**src/rtl/bgs_pkg.sv**
```systemverilog
package bgs_pkg;
  localparam int ADDR_W     = 16;
  localparam int BANK_BIT   = ADDR_W - 1;
  localparam int SLOW_LSB   = 9;
  localparam int PAGE_LSB   = 8;
  localparam int XHI_W_DEF  = ADDR_W - SLOW_LSB;

  typedef enum logic [1:0] {
    REG_LO   = 2'd0,
    REG_HI   = 2'd1,
    REG_SLOW = 2'd2
  } region_t;

  // top 512 bytes: every bit from BANK_BIT down to SLOW_LSB set
  function automatic logic in_top_page(input logic [ADDR_W-1:0] a);
    return &a[BANK_BIT:SLOW_LSB];
  endfunction

  // I/O window: last 256-byte page minus its top quarter
  function automatic logic in_io_window(input logic [ADDR_W-1:0] a);
    return (&a[BANK_BIT:PAGE_LSB]) && (a[PAGE_LSB-1:PAGE_LSB-2] != 2'b11);
  endfunction

  function automatic region_t classify(input logic [ADDR_W-1:0] a, input logic vec_mode);
    logic slow;
    slow = vec_mode ? in_io_window(a) : in_top_page(a);
    if (!a[BANK_BIT]) return REG_LO;
    if (slow)         return REG_SLOW;
    return REG_HI;
  endfunction
endpackage

```
**src/rtl/addr_decode.sv**
```systemverilog
module addr_decode
  import bgs_pkg::*;
(
  input  logic [ADDR_W-1:0] addr,
  input  logic              rw,
  input  logic              vec_ram,
  output logic              lo_en,
  output logic              hi_en,
  output logic              slow,
  output logic              ram_any,
  output logic              oe_ram,
  output logic              io_rd
);
  region_t region;

  always_comb begin
    region  = classify(addr, vec_ram);
    lo_en   = (region == REG_LO);
    hi_en   = (region == REG_HI);
    slow    = (region == REG_SLOW);
    ram_any = lo_en | hi_en;
    oe_ram  = ram_any & rw;
    io_rd   = slow & rw;
  end
endmodule

```
**src/rtl/done_sync.sv**
```systemverilog
module done_sync #(
  parameter int STAGES = 2
) (
  input  logic clk,
  input  logic rst_n,
  input  logic d_async,
  output logic d_sync
);
  logic [STAGES-1:0] chain;

  generate
    if (STAGES == 1) begin : g_one
      always_ff @(posedge clk or negedge rst_n) begin
        if (!rst_n) chain <= '0;
        else        chain <= d_async;
      end
    end else begin : g_many
      always_ff @(posedge clk or negedge rst_n) begin
        if (!rst_n) chain <= '0;
        else        chain <= {chain[STAGES-2:0], d_async};
      end
    end
  endgenerate

  assign d_sync = chain[STAGES-1];
endmodule

```
**src/rtl/stretch_ctl.sv**
```systemverilog
module stretch_ctl (
  input  logic clk,
  input  logic rst_n,
  input  logic slow_req,
  input  logic done_s,
  output logic stretch_q,
  output logic done_evt
);
  logic done_prev;

  assign done_evt = done_s & ~done_prev;

  // all changes happen on the rising oscillator edge: setting there keeps
  // phase 1 full length, clearing there lands inside a high half-period
  always_ff @(posedge clk or negedge rst_n) begin
    if (!rst_n) begin
      stretch_q <= 1'b0;
      done_prev <= 1'b0;
    end else begin
      done_prev <= done_s;
      if (stretch_q) begin
        if (done_evt) stretch_q <= 1'b0;
      end else if (slow_req) begin
        stretch_q <= 1'b1;
      end
    end
  end

  // the flag only rises after a slow request
  a_r6_set_from_slow: assert property (@(posedge clk) disable iff (!rst_n)
    $rose(stretch_q) |-> $past(slow_req));
  // the flag only falls after a completion edge
  a_r7_release_on_done: assert property (@(posedge clk) disable iff (!rst_n)
    $fell(stretch_q) |-> $past(done_evt));
  // without a completion edge, a stretch persists
  a_r8_hold_without_edge: assert property (@(posedge clk) disable iff (!rst_n)
    (stretch_q && !done_evt) |=> stretch_q);
  // a non-slow cycle never starts a stretch
  a_r5_idle_stays_idle: assert property (@(posedge clk) disable iff (!rst_n)
    (!stretch_q && !slow_req) |=> !stretch_q);
endmodule

```
**src/rtl/busglue_stretch.sv**
```systemverilog
module busglue_stretch
  import bgs_pkg::*;
#(
  parameter int SYNC_STAGES = 2,
  parameter int XHI_W       = XHI_W_DEF
) (
  input  logic              clk,
  input  logic              rst_n,
  input  logic [ADDR_W-1:0] addr,
  input  logic              rw,
  input  logic              vec_ram,
  input  logic              io_done,
  output logic              phi2,
  output logic              ram_lo_en,
  output logic              ram_hi_en,
  output logic              ram_oe,
  output logic              ram_we,
  output logic              slow_sel,
  output logic              io_rd,
  output logic              xa8,
  output logic              xrw,
  output logic [XHI_W-1:0]  xa_hi
);
  logic ram_any;
  logic done_s;
  logic stretch;
  logic done_evt;

  addr_decode u_dec (
    .addr    (addr),
    .rw      (rw),
    .vec_ram (vec_ram),
    .lo_en   (ram_lo_en),
    .hi_en   (ram_hi_en),
    .slow    (slow_sel),
    .ram_any (ram_any),
    .oe_ram  (ram_oe),
    .io_rd   (io_rd)
  );

  done_sync #(.STAGES(SYNC_STAGES)) u_sync (
    .clk     (clk),
    .rst_n   (rst_n),
    .d_async (io_done),
    .d_sync  (done_s)
  );

  stretch_ctl u_str (
    .clk       (clk),
    .rst_n     (rst_n),
    .slow_req  (slow_sel),
    .done_s    (done_s),
    .stretch_q (stretch),
    .done_evt  (done_evt)
  );

  assign phi2   = clk | stretch;
  assign ram_we = phi2 & ~rw & ram_any;
  assign xa8    = addr[PAGE_LSB];
  assign xrw    = rw;
  assign xa_hi  = {XHI_W{slow_sel}};

  // selects are mutually exclusive
  a_r4_selects_exclusive: assert property (@(posedge clk) disable iff (!rst_n)
    $onehot0({ram_lo_en, ram_hi_en, slow_sel}));
  // high bank is never enabled in the top page in normal mode
  a_r3_no_hi_in_top_page: assert property (@(posedge clk) disable iff (!rst_n)
    (!vec_ram && (&addr[ADDR_W-1:ADDR_W-XHI_W])) |-> !ram_hi_en);
  // a transceiver turn-around only happens for slow reads
  a_r10_iord_slow_read: assert property (@(posedge clk) disable iff (!rst_n)
    io_rd |-> (slow_sel && rw));
endmodule

```
**config.mk**
```make
export PLATFORM = sky130hd
export DESIGN_NAME = busglue_stretch
export DESIGN_NICKNAME = d
export VERILOG_FILES = /design/src/rtl/bgs_pkg.sv /design/src/rtl/addr_decode.sv /design/src/rtl/done_sync.sv /design/src/rtl/stretch_ctl.sv /design/src/rtl/busglue_stretch.sv
export SDC_FILE = /design/constraint.sdc
export NUM_CORES = 1
export LEC_CHECK = 0
export ABC_AREA = 0
export BUFFER_PORTS_ARGS = -buffer_cell sky130_fd_sc_hd__buf_2
export CAP_MARGIN = 20
export CORE_AREA = 10 10 47 49
export CTS_BUF_LIST = sky130_fd_sc_hd__clkbuf_2
export CTS_CLUSTER_DIAMETER = 50
export DETAILED_ROUTE_END_ITERATION = 16
export DIE_AREA = 0 0 57 59
export PLACE_DENSITY = 0.68
export SYNTH_ARGS = -nofsm -noshare
export SYNTH_HDL_FRONTEND = slang
export SYNTH_HIERARCHICAL = 1
export SYNTH_SLANG_ARGS = --single-unit
export TNS_END_PERCENT = 50
```
**constraint.sdc**
```tcl
create_clock -name clk -period 1 [get_ports clk]
set_input_delay 0.05 -clock clk [delete_from_list [all_inputs] [get_ports clk]]
set_output_delay 0.05 -clock clk [all_outputs]
set_load 0.02 [all_outputs]
```
==> results.py <==
metrics = {
    "outcome": {
        "status": "complete, but fails checks",
        "failed_checks": "negative setup slack",
    },
    "grt": {
        "grt.overflow.total": 0,
        "track_usage_pct": 5.852,
        "grt_pass1_wl_um": 1455,
        "grt_antenna_before_repair": 0,
        "grt_max_degree": 9,
        "first_global_vias": 383,
    },
    "logic_synthesis": {
        "postSynthCellCount": 28,
        "ys_async_sr_fraction_pct": 100.0,
        "syn-num-nets": 49,
        "syn_avg_cell_area_um2": 10.28,
        "yosys.area.top_type_share_pct": 34.78,
        "ys_ff_latch": 4,
        "seq_area_frac_synth_pct": 34.78,
        "synth_edf_count": 0,
        "yosysWarnings": 6,
        "yosys-top-cells-area": "dfrtp_1 (35%), buf_4 (23%), a2111oi_4 (9.6%), nor2b_4 (4.8%), a21bo_2 (3.5%)",
        "yosys.area.top_type": "dfrtp_1",
        "ys_types": 15,
        "syn_area_um2": 287.8,
        "synth_ff_type": "dfrtp_1",
    },
    "finish": {
        "fin_util_pct": 45.18,
        "multi_input_area_um2": 126.4,
        "diodes": 0,
        "area_growth_pct": 120.0,
        "final_layout_size_suffix_gt1_share_pct": 79.10,
        "postLayoutCellArea_um2": 633.1,
        "nNetsFinal": 89,
        "seqCellArea_um2": 100.1,
        "nFillCells": 150,
    },
    "worst_setup_path": {
        "worstPathArrival_ns": 1.32,
        "worst_setup_path_end_kind": "primary output",
        "worst-r2r-setup-slack_ns": 0.13,
        "crit_fanout": 2,
        "critPathRequiredTime_ns": 0.95,
        "crit_type": "reg2out",
        "startpoint_type": "register",
    },
    "floorplan": {
        "die_w_um": 57,
        "dieArea_um2": 3363,
        "placementRows": 14,
        "start_util_pct": 20.54,
        "die_y_um": 59,
        "core_um2": 1401,
        "io_pins": 37,
    },
    "power": {
        "p_leak_nw": 0.3315,
        "vdd_drop_max_mv": 0.9077,
        "p_per_area_nw_per_um2": 1641,
    },
    "timing": {
        "tns_ns": -1.756,
        "worst_pin_slew_ns": 0.3554,
        "fin_skew_ns": 0.005454,
        "setup_viol": 14,
        "finalCriticalPeriod_ns": 1.373,
        "rsz0062_at_grt": "true",
        "setup_ws_ns": -0.3735,
        "hold_viol": 0,
        "slew_headroom_pct": 76.31,
        "fmax_mhz": 728.1,
        "fin_crit_sh_pct": 137.3,
        "maxSlewViolCount": 0,
    },
    "cts": {
        "clk_pin_slew_ns": 0.05,
        "cts_tree": "built",
        "clk_latency_ns": 0.29,
    },
    "drt": {
        "routed_via_density": 3.892,
        "num_vias": 323,
        "final_antenna_net_count": 0,
        "wl_um": 999,
        "post_drt_wl_per_cell_um": 12.04,
        "route.detailed.drc": 0,
        "firstDrtPassIters": 2,
        "first_iter_violations": 1,
    },
    "placed_design": {
        "port_buffers": 30,
        "gp_congestion": 0.6010,
        "place_area_um2": 429.2,
    },
    "job": {
        "drv_cap": 0,
    },
    "min_path": {
        "hold_class": "in2async",
    },
}
## cells in the mapped netlist (all sizes together) (2+ instances only)
| master | n |
|---|---|
| nor2 | 2 |
| dfrtp | 4 |
| nor2b | 2 |
| buf | 9 |
| inv | 2 |
## repair_timing
item / 4_1_cts / 5_1_grt
endpoints found under the hold margin: 5 / 0
pin swaps: 4 / 2
hold buffers: 2 / 0
endpoints found under the setup margin: 14 / 15
resized for setup: 18 / 10
buffers inserted: 4 / 1
## path summary, 6_finish.rpt
check / from / to / depth (start not counted)
setup / recovery: u_str/stretch_q / ram_we / 4
setup reg to reg: u_str/stretch_q / u_str/stretch_q / 4
min in group clk: addr[8] / xa8 / 2
hold reg to reg: u_sync/chain[0] / u_sync/chain[1] / 0
hold / removal: rst_n / u_str/stretch_q / 2
max in group asynchronous: rst_n / u_sync/chain[0] / 2
## placed cells by master, fill, tap and decap left out, drive strengths merged, types with 2 or more instances in the layout
master and instances:
buf 39, clkbuf 7, dfrtp 4, dlygate4sd3 2, inv 2, nor2 2, nor2b 2
## area by class of cell
type	instances	share of cell area, %
timing repair buffer	37	48.42
multi-input combinational	13	19.96
sequential	4	15.81
clock buffer	11	11.46
tap	16	3.162
inverter	2	1.186
## layer usage
metal | vias up | GRT usage [%] | wire length, um
met1 | 150 | 3.593 | 315
met2 | 10 | 9.612 | 622
met5 | - | 0 | 0
met3 | 2 | 4.077 | 53
li1 | 161 | - | -
met4 | 0 | 8.054 | 8
## through the flow
step                instances  setup slack, ns  power (mW)  hold slack, ns
floorplan                  28          -0.3273      0.3801         -0.2456
global route               83          -0.4687       1.137         0.07385
global placement           69          -0.2010      0.4875         -0.1457
detailed placement         69          -0.2275      0.4893         -0.1402
finish                     83          -0.3735       1.039         0.09522
CTS                        82          -0.4016       1.064         0.07639
## logic make-up after synthesis
| group | synth area share (%) |
|---|---|
| simple gates | 20.44 |
| flops | 34.78 |
| buf+inv | 26.09 |
| compound gates | 18.70 |
## sequential cells by signal (all words and copies together), names as in the netlist
register,flops
u_sync/chain,2
u_str/done_prev,1
u_str/stretch_q,1
## power by group
| part | total [mW] | internal (mW) | switching [mW] |
|---|---|---|---|
| clock | 0.704 | 0.433 | 0.271 |
| sequential | 0.183 | 0.177 | 0.00636 |
| combinational | 0.152 | 0.0907 | 0.0608 |
| total | 1.04 | 0.701 | 0.339 |
## critical path, stage by stage (launching register included)
cell and delay [ns]:
dfrtp_1 0.37, or2_1 0.22, clkbuf_2 0.11, and3b_2 0.21
buf_6 0.13
No activity file was read; power rests on OpenSTA's default activity.
